`config.mk`:
```
export PLATFORM = sky130hd
export DESIGN_NAME = memxfer_seq
export DESIGN_NICKNAME = d
export VERILOG_FILES = /design/src/rtl/memxfer_pkg.sv /design/src/rtl/memxfer_timer.sv /design/src/rtl/memxfer_path.sv /design/src/rtl/memxfer_fsm.sv /design/src/rtl/memxfer_seq.sv
export SDC_FILE = /design/constraint.sdc
export NUM_CORES = 1
export LEC_CHECK = 0
export BUFFER_PORTS_ARGS = -buffer_cell sky130_fd_sc_hd__buf_2
export CORE_MARGIN = 2
export CORE_UTILIZATION = 52
export CTS_BUF_LIST = sky130_fd_sc_hd__clkbuf_8
export DETAILED_ROUTE_END_ITERATION = 10
export GPL_TIMING_DRIVEN = 0
export PLACE_DENSITY_LB_ADDON = 0.2
export SLEW_MARGIN = 20
export SYNTH_ARGS = -nofsm -noshare
export SYNTH_HDL_FRONTEND = slang
export SYNTH_SLANG_ARGS = --single-unit
```
`constraint.sdc`:
```
create_clock -name clk -period 5.04 [get_ports clk]
set_input_delay 1.008 -clock clk [delete_from_list [all_inputs] [get_ports clk]]
set_output_delay 1.008 -clock clk [all_outputs]
set_load 0.1 [all_outputs]
```
`src/rtl/memxfer_pkg.sv`:
```
package memxfer_pkg;

   // Sequencer phases; one internal-bus transfer per phase at most.
   typedef enum logic [2:0] {
      ST_IDLE,   // waiting for a request
      ST_ADDR,   // address register -> bus -> MAR
      ST_DATA,   // store only: data register -> bus -> MBR, write strobe up
      ST_WAIT,   // strobe held, waiting for completion
      ST_BACK    // load only: MBR -> bus -> destination register
   } xfer_st_e;

   // Source currently driving the internal bus.
   typedef enum logic [1:0] {
      SRC_NONE,
      SRC_REG,
      SRC_MBR
   } bus_src_e;

endpackage

```
`src/rtl/memxfer_timer.sv`:
```
module memxfer_timer #(
   parameter int TIMEOUT = 16
) (
   input  logic clk,
   input  logic rst_n,
   input  logic strobe,    // a memory strobe is high this cycle
   input  logic run,       // strobe high and no completion this cycle
   output logic expired    // this is the last allowed strobe cycle, still no completion
);

   generate
      if (TIMEOUT > 0) begin : g_timer
         localparam int CW = $clog2(TIMEOUT + 1);
         logic [CW-1:0] cnt_q;

         always_ff @(posedge clk) begin
            if (!rst_n)      cnt_q <= '0;
            else if (!strobe) cnt_q <= '0;
            else if (run)    cnt_q <= cnt_q + 1'b1;
         end

         assign expired = run && (cnt_q == CW'(TIMEOUT - 1));
      end else begin : g_no_timer
         logic unused_inputs;
         assign unused_inputs = ^{clk, rst_n, strobe, run};
         assign expired       = 1'b0;
      end
   endgenerate

endmodule

```
`src/rtl/memxfer_path.sv`:
```
module memxfer_path
   import memxfer_pkg::*;
#(
   parameter int DW = 16,
   parameter int AW = 8
) (
   input  logic          clk,
   input  logic          rst_n,
   input  bus_src_e      src,
   input  logic [DW-1:0] reg_rdata,
   input  logic [DW-1:0] mem_rdata,
   input  logic          mar_load,
   input  logic          mbr_load_bus,
   input  logic          mbr_load_mem,
   output logic [DW-1:0] bus,
   output logic [AW-1:0] mar,
   output logic [DW-1:0] mbr
);

   logic [AW-1:0] mar_q;
   logic [DW-1:0] mbr_q;

   // The one shared internal bus.
   always_comb begin
      unique case (src)
         SRC_REG: bus = reg_rdata;
         SRC_MBR: bus = mbr_q;
         default: bus = '0;
      endcase
   end

   always_ff @(posedge clk) begin
      if (!rst_n)        mar_q <= '0;
      else if (mar_load) mar_q <= bus[AW-1:0];
   end

   always_ff @(posedge clk) begin
      if (!rst_n)            mbr_q <= '0;
      else if (mbr_load_mem) mbr_q <= mem_rdata;
      else if (mbr_load_bus) mbr_q <= bus;
   end

   assign mar = mar_q;
   assign mbr = mbr_q;

endmodule

```
`src/rtl/memxfer_fsm.sv`:
```
module memxfer_fsm
   import memxfer_pkg::*;
#(
   parameter int IW = 3
) (
   input  logic          clk,
   input  logic          rst_n,
   input  logic          req_valid,
   input  logic          req_store,
   input  logic [IW-1:0] req_addr_idx,
   input  logic [IW-1:0] req_data_idx,
   input  logic          mfc,
   input  logic          expired,
   output xfer_st_e      state,
   output logic          is_store,
   output logic [IW-1:0] addr_idx,
   output logic [IW-1:0] data_idx,
   output logic          err
);

   xfer_st_e      st_q, st_d;
   logic          store_q;
   logic [IW-1:0] aidx_q, didx_q;
   logic          err_q, abort;

   assign abort = ((st_q == ST_DATA) || (st_q == ST_WAIT)) && !mfc && expired;

   always_comb begin
      st_d = st_q;
      unique case (st_q)
         ST_IDLE: if (req_valid) st_d = ST_ADDR;
         ST_ADDR: st_d = store_q ? ST_DATA : ST_WAIT;
         ST_DATA: begin
            if (mfc || abort) st_d = ST_IDLE;
            else              st_d = ST_WAIT;
         end
         ST_WAIT: begin
            if (mfc)        st_d = store_q ? ST_IDLE : ST_BACK;
            else if (abort) st_d = ST_IDLE;
         end
         ST_BACK: st_d = ST_IDLE;
         default: st_d = ST_IDLE;
      endcase
   end

   always_ff @(posedge clk) begin
      if (!rst_n) begin
         st_q    <= ST_IDLE;
         store_q <= 1'b0;
         aidx_q  <= '0;
         didx_q  <= '0;
         err_q   <= 1'b0;
      end else begin
         st_q  <= st_d;
         err_q <= abort;
         if (st_q == ST_IDLE && req_valid) begin
            store_q <= req_store;
            aidx_q  <= req_addr_idx;
            didx_q  <= req_data_idx;
         end
      end
   end

   assign state    = st_q;
   assign is_store = store_q;
   assign addr_idx = aidx_q;
   assign data_idx = didx_q;
   assign err      = err_q;

endmodule

```
`src/rtl/memxfer_seq.sv`:
```
module memxfer_seq
   import memxfer_pkg::*;
#(
   parameter int DW      = 16,
   parameter int AW      = 8,
   parameter int NREG    = 8,
   parameter int TIMEOUT = 16,
   localparam int IW     = (NREG > 1) ? $clog2(NREG) : 1
) (
   input  logic          clk,
   input  logic          rst_n,
   input  logic          req_valid,
   input  logic          req_store,
   input  logic [IW-1:0] req_addr_idx,
   input  logic [IW-1:0] req_data_idx,
   output logic          busy,
   output logic [IW-1:0] reg_rd_idx,
   input  logic [DW-1:0] reg_rdata,
   output logic          drv_reg,
   output logic          drv_mbr,
   output logic [DW-1:0] bus_data,
   output logic          reg_we,
   output logic [IW-1:0] reg_wr_idx,
   output logic [AW-1:0] mem_addr,
   output logic [DW-1:0] mem_wdata,
   input  logic [DW-1:0] mem_rdata,
   output logic          mem_read,
   output logic          mem_write,
   input  logic          mem_mfc,
   output logic          timeout_err
);

   generate
      if (AW > DW) begin : g_bad_aw
         $error("memxfer_seq: AW must not exceed DW");
      end
      if (NREG < 2) begin : g_bad_nreg
         $error("memxfer_seq: NREG must be at least 2");
      end
      if (TIMEOUT < 0) begin : g_bad_timeout
         $error("memxfer_seq: TIMEOUT must be non-negative");
      end
   endgenerate

   xfer_st_e      state;
   logic          is_store;
   logic [IW-1:0] addr_idx, data_idx;
   logic          expired, strobe;
   bus_src_e      src;
   logic          mar_load, mbr_load_bus, mbr_load_mem;
   logic [AW-1:0] mar;
   logic [DW-1:0] mbr, bus;

   memxfer_fsm #(.IW(IW)) fsm_i (
      .clk          (clk),
      .rst_n        (rst_n),
      .req_valid    (req_valid),
      .req_store    (req_store),
      .req_addr_idx (req_addr_idx),
      .req_data_idx (req_data_idx),
      .mfc          (mem_mfc),
      .expired      (expired),
      .state        (state),
      .is_store     (is_store),
      .addr_idx     (addr_idx),
      .data_idx     (data_idx),
      .err          (timeout_err)
   );

   // Control decode per phase.
   always_comb begin
      src          = SRC_NONE;
      mar_load     = 1'b0;
      mbr_load_bus = 1'b0;
      mbr_load_mem = 1'b0;
      mem_read     = 1'b0;
      mem_write    = 1'b0;
      reg_we       = 1'b0;
      reg_rd_idx   = addr_idx;
      unique case (state)
         ST_ADDR: begin
            src      = SRC_REG;
            mar_load = 1'b1;
         end
         ST_DATA: begin
            src          = SRC_REG;
            reg_rd_idx   = data_idx;
            mbr_load_bus = 1'b1;
            mem_write    = 1'b1;
         end
         ST_WAIT: begin
            mem_read     = !is_store;
            mem_write    = is_store;
            mbr_load_mem = !is_store && mem_mfc;
         end
         ST_BACK: begin
            src    = SRC_MBR;
            reg_we = 1'b1;
         end
         default: ;
      endcase
   end

   assign strobe = mem_read || mem_write;

   memxfer_timer #(.TIMEOUT(TIMEOUT)) timer_i (
      .clk     (clk),
      .rst_n   (rst_n),
      .strobe  (strobe),
      .run     (strobe && !mem_mfc),
      .expired (expired)
   );

   memxfer_path #(.DW(DW), .AW(AW)) path_i (
      .clk          (clk),
      .rst_n        (rst_n),
      .src          (src),
      .reg_rdata    (reg_rdata),
      .mem_rdata    (mem_rdata),
      .mar_load     (mar_load),
      .mbr_load_bus (mbr_load_bus),
      .mbr_load_mem (mbr_load_mem),
      .bus          (bus),
      .mar          (mar),
      .mbr          (mbr)
   );

   assign busy       = (state != ST_IDLE);
   assign drv_reg    = (src == SRC_REG);
   assign drv_mbr    = (src == SRC_MBR);
   assign bus_data   = bus;
   assign reg_wr_idx = data_idx;
   assign mem_addr   = mar;
   // In the MBR load cycle the word is forwarded from the bus.
   assign mem_wdata  = (state == ST_DATA) ? bus : mbr;

endmodule

```
==> metrics.log, run 1 <==
INFO  metric outcome = completed
INFO  metric finalWeightedCongestion = 0.767
INFO  metric postSynthNetCount = 255
INFO  metric r2r_start = fsm_i.state[1]
INFO  metric clock_latency = 0.29 ns
INFO  metric placed_cells_incl_taps = 352
INFO  metric globalRouteTotalUtil = 0.240
INFO  metric stdcell_count = 359
INFO  metric worst_hold_path.endpoint = path_i.mar[3]
INFO  metric diodes = 0
INFO  metric leakage = 1.27 nW
INFO  metric detail_route.vias_per_cell = 5.47
INFO  metric number_of_instances_in_the_synthesized_netlist = 208
INFO  metric worstPathBufferInverterCount = 5
INFO  metric share_clk_of_total_power = 0.246
INFO  metric final.min_clock_period = 4.42 ns
INFO  metric clockRootBuffer = clkbuf_8
INFO  metric drt-wirelength-per-cell = 15.1 microns
INFO  metric synth_area_leaders = dfxtp_1, o2bb2ai_4, a22o_1
INFO  metric cap_viol_max_count = 0
INFO  metric worst-setup-path-type = flop to output port
INFO  metric synth-seq-cells = 40
INFO  metric grt.overflow.total = 0
INFO  metric comb_power_share = 0.386
INFO  metric synth.largest_area_cell = dfxtp_1
INFO  metric timing.hold.worst_path_depth = 2
INFO  metric tritoncts_clock_tree = built
INFO  metric hold_start = path_i.mar[3]
INFO  metric regToRegSetupSlack = 2.16 ns
INFO  metric fraction_of_the_yosys_area_taken_by_sequential_cells = 0.379
INFO  metric core-area = 3940 sq um
INFO  metric area_growth_synth_to_finish = 32.3%
INFO  metric final.period_utilization = 0.876
INFO  metric path_depth = 10
INFO  metric grt_setup_unrepaired = no
INFO  metric p_seq_frac = 0.368
INFO  metric ctsResizeCount = 0
INFO  metric final_layout_size_suffix_gt1_frac = 0.463
INFO  metric detail_route.wirelength = 5420 microns
INFO  metric port_buffers = 94
INFO  metric p_per_area = 328 nW/um^2
INFO  metric postSynth.asyncResetShare = 0
INFO  metric drc = 0
INFO  metric ys.warnings.count = 0
INFO  metric crit_path_top_delay_cell = or4b_1
INFO  metric dp_hpwl = 4160 microns
INFO  metric syn_area_per_cell = 10.2 sq um
INFO  metric critical_path_at = 3.41 ns
INFO  metric setup_viol = 0
INFO  metric worstSetupStartpointType = flop
INFO  metric synth_cell_types = 34
INFO  metric timing.setup.tns = 0 ns
INFO  metric grt_max_degree = 12
INFO  metric cpLargestDelayFamily = buffers and inverters
INFO  metric cts-hold-fix-buffers = 0
INFO  metric timing.reg2reg.worst_path_depth = 10
INFO  metric ys_dominant_reg_cell = dfxtp_1
INFO  metric final_max_slew_viol_count = 0
INFO  metric synth_top_area_share = 0.379
INFO  metric worstPathCellList = clkbuf_2 -> or3b_1 -> buf_2 -> nand2_1 -> ha_1 -> or4b_1 -> clkbuf_2 -> buf_6 -> o2bb2ai_4 -> buf_2
INFO  metric maxClockFrequency = 226 MHz
INFO  metric switching_share = 0.425
INFO  metric tightest_slew = 0.649 ns
INFO  metric final_nets = 356
INFO  metric clockBufferDepth = 2
INFO  metric syn-cell-area = 2110 sq um
INFO  metric dr_total_vias = 1965
INFO  metric cts_sinks = 40
INFO  metric grt_antenna_before_repair = 0
INFO  metric max-slew-margin-rel = 0.567
INFO  metric internal-power = 0.527 mW
INFO  metric irDropWorstVdd = 0.000197 V
INFO  metric cts.repair_timing.setup_buffer_count = 0
INFO  metric cts_max_level = 2
INFO  metric number_of_rows_in_the_core_area = 23
INFO  metric hold_violations = 0
INFO  metric cp-end-kind = output port
INFO  metric slowest_delay = 0.47 ns
INFO  metric yosysMostFrequentCell = dfxtp_1
INFO  metric start_util = 0.536
INFO  metric number_of_enable_type_register_cells_in_the_synthesized_netlist = 0
INFO  metric chipWidth = 67.7 microns
INFO  metric drt.antenna.violating_nets = 0
INFO  metric num_io_pins = 96
INFO  metric drt_iter0_markers = 130
INFO  metric synth_commonest_cells = dfxtp_1, nor2_1, a22o_1, a22oi_1, a21oi_1
INFO  metric hold_path.class = flop to flop
INFO  metric global_route_wire_length_before_repair = 8200 microns
INFO  metric crit_required = 4.03 ns
INFO  metric reg_to_reg_end = path_i.mbr[7]
INFO  metric path_clk_slew = 0.07 ns
INFO  metric critical_path.max_fanout = 10
INFO  metric fin_skew = 0.00375 ns
INFO  metric cts_buffers = 5
INFO  metric fill_cells = 307
INFO  metric number_of_iterations_in_the_first_detailed_routing_pass = 4
INFO  metric switchingPower = 0.389 mW
INFO  metric first_global_vias = 1773
INFO  metric chip_height = 67.7 microns
INFO  metric die-area = 4590 sq um
==> layout by cell type (no fill, tap or decap), types with 2 or more instances in the layout <==
cell       synthesis  final
or3b_2             2      2
buf_2              9    103
inv_1              3      3
a21oi_1           11     11
and3_1             2      2
a22oi_1           16     16
o2bb2ai_4         10     10
nor2b_1            2      2
dfxtp_1           40     40
nor2_1            30     24
ha_1               4      4
nor3b_1            2      2
nand2_1           10     10
nor2_2             0      6
clkbuf_8           0      7
a22o_1            16     16
clkbuf_2           2      2
mux2i_1            8      8
or3_1              9      9
buf_6              3      3
o2bb2ai_2          0      6
mux2_2             3      3
or3b_1             2      2
xor2_1             2      2
clkbuf_1           5      5
==> tightest hold or removal path, stage by stage (launching register included) <==
cell     delay (ns)
dfxtp_1        0.31
nand2_1        0.05
a21oi_1        0.05
==> power groups by stage <==
| stage | clock, mW | sequential (mW) | combinational [mW] |
|---|---|---|---|
| 2_1_floorplan | 0 | 0.365 | 0.268 |
| 3_3_place_gp | 0 | 0.343 | 0.351 |
| 3_5_place_dp | 0 | 0.344 | 0.354 |
| 4_1_cts | 0.231 | 0.337 | 0.354 |
| 5_1_grt | 0.245 | 0.339 | 0.371 |
| 6_report | 0.226 | 0.337 | 0.354 |
==> routing by layer <==
layer / share of wire / global-route usage
met5: 0 / 0
met2: 0.49 / 0.404
met1: 0.41 / 0.290
met4: 0.011 / 0.112
met3: 0.087 / 0.0500
==> worst max-delay path by stage <==
stage                              start  slack, ns           end
final                     fsm_i.state[1]       0.62  mem_wdata[6]
after CTS                 fsm_i.state[1]       0.60  mem_wdata[6]
after global placement    fsm_i.state[1]       0.94  mem_wdata[7]
after detailed placement  fsm_i.state[1]       0.93  mem_wdata[6]
after floorplan           fsm_i.state[1]      0.002  bus_data[10]
after global routing      fsm_i.state[1]       0.43  mem_wdata[7]
==> registers in the layout (all words and copies together) (netlist names) <==
signal,flops
fsm_i.data_idx,3
fsm_i.addr_idx,3
fsm_i.state,3
path_i.mar,8
timer_i.g_timer.cnt_q,5
fsm_i.err,1
fsm_i.is_store,1
path_i.mbr,16
==> final cells by class <==
| cell class | instances | area, sq um | area share |
|---|---|---|---|
| multi-input cells | 144 | 1240 | 0.443 |
| clock buffers | 7 | 96.3 | 0.0345 |
| plain buffers | 20 | 111 | 0.0399 |
| repair buffers | 94 | 470 | 0.168 |
| flip-flops and latches | 40 | 801 | 0.287 |
| inverters | 4 | 15.0 | 0.00537 |
| well taps | 50 | 62.6 | 0.0224 |
==> metrics by stage <==
stage                util  hold WS [ns]  cell area, sq um  setup slack [ns]  power (mW)
finish              0.709         0.455              2790             0.624       0.917
global route        0.709         0.480              2790             0.425       0.955
floorplan               -         0.454              2160           0.00179       0.633
detailed placement  0.684         0.445              2700             0.928       0.698
global placement    0.684         0.442              2700             0.940       0.694
CTS                 0.709         0.456              2790             0.597       0.922
==> cells by family (layout without fill, tap and decap cells) <==
logic type                 Yosys count  count (layout)  synth area share
adders and majority gates            4               4            0.0237
buffers and inverters               24             125            0.0598
DFF                                 40              40             0.379
xor gates and xnor gates             3               3            0.0124
muxes                               11              11            0.0539
AOI/OAI and AO/OA                   61              61             0.312
and+or+nand+nor                     65              65             0.159
Note: power is estimated with default switching activity, not from simulation.
==> run 2: changes to the inputs <==
Settings changed: CORE_UTILIZATION 52 to 25.
==> run 2 against run 1 <==
Flip-flop and latch count is the same. Critical path depth is the same. Core utilization shrank 36 points. Combinational power grew 1%. Sequential share of layout area shrank 0.98 points. Via count shrank 0.71%. Non-clock buffer count is the same. Critical path type unchanged. Cell count grew 16%. Clock-buffer cell count is the same. First-iteration DRC count shrank 60%. Fmax shrank 1.4%.
==> metrics.log, run 2 (synthesized netlist as in run 1, its figures left out) <==
INFO  metric outcome = completed
INFO  metric drt-wirelength-per-cell = 15.6 microns (+3.7%)
INFO  metric number_of_iterations_in_the_first_detailed_routing_pass = 4 (unchanged)
INFO  metric drt_iter0_markers = 52 (-60%)
INFO  metric reg_to_reg_end = path_i.mbr[7]
INFO  metric clock_latency = 0.30 ns (about the same)
INFO  metric stdcell_count = 415 (+16%)
INFO  metric setup.worst_path.end = mem_wdata[7]
INFO  metric leading_cell_type_in_the_layout_fill_and_taps_excluded = buf_2
INFO  metric fin_skew = 0.0175 ns (+0.0137 ns)
INFO  metric finalInstanceArea = 2890 sq um (+3.5%)
INFO  metric critical_path.max_fanout = 10 (unchanged)
INFO  metric final_nets = 356 (unchanged)
INFO  metric grt_max_degree = 13 (+1)
INFO  metric drc = 0 (unchanged)
INFO  metric worst-setup-path-type = flop to output port
INFO  metric detail_route.vias_per_cell = 4.70 (-14%)
INFO  metric p_seq_frac = 0.341 (-0.027)
INFO  metric final_max_slew_viol_count = 0 (unchanged)
INFO  metric dr_total_vias = 1951 (-0.71%)
INFO  metric clockBufferDepth = 2 (unchanged)
INFO  metric power.total = 0.988 mW (+7.8%)
INFO  metric port_buffers = 94 (unchanged)
INFO  metric path_clk_slew = 0.09 ns (+0.02 ns)
INFO  metric area_growth_synth_to_finish = 37.0%
INFO  metric hold_violations = 0 (unchanged)
INFO  metric chip_height = 95.9 microns (+42%)
INFO  metric cts_max_level = 2 (unchanged)
INFO  metric maxClockFrequency = 223 MHz (-1.4%)
INFO  metric internal-power = 0.580 mW (+10%)
INFO  metric cp-end-kind = output port
INFO  metric dp_hpwl = 4860 microns (+17%)
INFO  metric tritoncts_clock_tree = built
INFO  metric switchingPower = 0.408 mW (+4.8%)
INFO  metric largest_register_ffs = 16 (unchanged)
INFO  metric number_of_rows_in_the_core_area = 33 (+43%)
INFO  metric hold_path.class = flop to flop
INFO  metric share_clk_of_total_power = 0.297 (+0.051)
INFO  metric crit_required = 4.03 ns (about the same)
INFO  metric tightest_slew = 0.680 ns (+0.0306 ns)
INFO  metric global_route_wire_length_before_repair = 9490 microns (+16%)
INFO  metric final.min_clock_period = 4.48 ns (+0.0638 ns)
INFO  metric drt.antenna.violating_nets = 0 (unchanged)
INFO  metric ctsResizeCount = 0 (unchanged)
INFO  metric num_io_pins = 96 (unchanged)
INFO  metric clockRootBuffer = clkbuf_8
INFO  metric r2r_start = fsm_i.state[1]
INFO  metric comb_power_share = 0.362 (-0.024)
INFO  metric cts_buffers = 5 (unchanged)
INFO  metric timing.setup.tns = 0 ns (unchanged)
INFO  metric leakage = 1.28 nW (+1.1%)
INFO  metric final_layout_size_suffix_gt1_frac = 0.465 (+0.00173)
INFO  metric worstSetupStartpointType = flop
INFO  metric grt_setup_unrepaired = no
INFO  metric critical_path_at = 3.47 ns (+0.06 ns)
INFO  metric cts.repair_timing.setup_buffer_count = 0 (unchanged)
INFO  metric detail_route.wirelength = 6490 microns (+20%)
INFO  metric first_global_vias = 1794 (+1.2%)
INFO  metric placed_cells_incl_taps = 407 (+16%)
INFO  metric timing.reg2reg.worst_path_depth = 10 (unchanged)
INFO  metric max-slew-margin-rel = 0.547 (-0.0204)
INFO  metric chipWidth = 95.9 microns (+42%)
INFO  metric p_per_area = 342 nW/um^2 (+4.1%)
INFO  metric final.period_utilization = 0.889 (+0.0127)
INFO  metric globalRouteTotalUtil = 0.137 (-0.103)
INFO  metric start_util = 0.257 (-0.279)
INFO  metric diodes = 0 (unchanged)
INFO  metric switching_share = 0.413 (-0.0119)
INFO  metric finalCoreUtilization = 0.352 (-0.357)
INFO  metric cts_sinks = 40 (unchanged)
INFO  metric grt.overflow.total = 0 (unchanged)
INFO  metric grt_antenna_before_repair = 0 (unchanged)
INFO  metric dpl_cell_area = 2770 sq um (+2.6%)
INFO  metric cap_viol_max_count = 0 (unchanged)
INFO  metric most-common-layout-cells = buf_2, dfxtp_1, nor2_1
INFO  metric die-area = 9200 sq um (+100%)
INFO  metric core-area = 8220 sq um (+110%)
INFO  metric cts-hold-fix-buffers = 0 (unchanged)
INFO  metric finalWeightedCongestion = 0.749 (-2.4%)
INFO  metric setup_viol = 0 (unchanged)
INFO  metric timing.critical_path.from = fsm_i.state[1]
INFO  metric irDropWorstVdd = 0.000148 V (-25%)
INFO  metric regToRegSetupSlack = 2.12 ns (-0.04 ns)
run 2: changes by cell type in the layout (fill, tap and decap cells not counted):
cell / previous run / this run
bufinv_16: 0 / 1
run 2: worst max-delay path: stages (launching register included):
cell	delay, ns
dfxtp_1	0.35
clkbuf_2	0.20
or3b_1	0.37
buf_2	0.28
nand2_1	0.14
ha_1	0.29
or4b_1	0.48
clkbuf_2	0.23
buf_6	0.23
o2bb2ai_4	0.16
buf_2	0.44
run 2: worst min path at each step:
| stage | startpoint | to | slack, ns | cells past startpoint |
|---|---|---|---|---|
| floorplan | fsm_i.addr_idx[0] | fsm_i.addr_idx[0] | 0.45 | 2 |
| global placement | path_i.mar[6] | path_i.mar[6] | 0.44 | 2 |
| detailed placement | path_i.mar[3] | path_i.mar[3] | 0.45 | 2 |
| CTS | path_i.mar[3] | path_i.mar[3] | 0.46 | 2 |
| global route | path_i.mar[2] | path_i.mar[2] | 0.49 | 2 |
| finish | path_i.mar[3] | path_i.mar[3] | 0.45 | 2 |
run 2: power groups by stage:
stage / Clock (mW) / Sequential [mW] / Combinational (mW)
after floorplan: 0 / 0.365 / 0.268
after global placement: 0 / 0.344 / 0.358
after detailed placement: 0 / 0.344 / 0.360
after CTS: 0.299 / 0.337 / 0.360
after global routing: 0.313 / 0.339 / 0.377
final: 0.294 / 0.337 / 0.358
run 2: cell type report:
class,count,area [sq um]
Multi-Input combinational cell,144,1240
Clock inverter,1,30.0
Inverter,4,15.0
Sequential cell,40,801
Fill cell,857,5320
Tap cell,105,131
Buffer,20,111
Timing Repair Buffer,94,470
Clock buffer,7,96.3
run 2: layer usage:
| layer | up-vias | track usage | share of wire |
|---|---|---|---|
| met5 | - | 0 | 0 |
| met4 | 0 | 0.0512 | 0.013 |
| met3 | 7 | 0.0305 | 0.077 |
| met2 | 71 | 0.212 | 0.47 |
| met1 | 908 | 0.186 | 0.44 |
| li1 | 965 | - | - |
run 2: through the flow:
| step | worst slack [ns] | hold slack (ns) |
|---|---|---|
| after global placement | 0.870 | 0.443 |
| after floorplan | 0.00179 | 0.454 |
| after CTS | 0.530 | 0.457 |
| final | 0.560 | 0.453 |
| after global routing | 0.378 | 0.485 |
| after detailed placement | 0.869 | 0.446 |
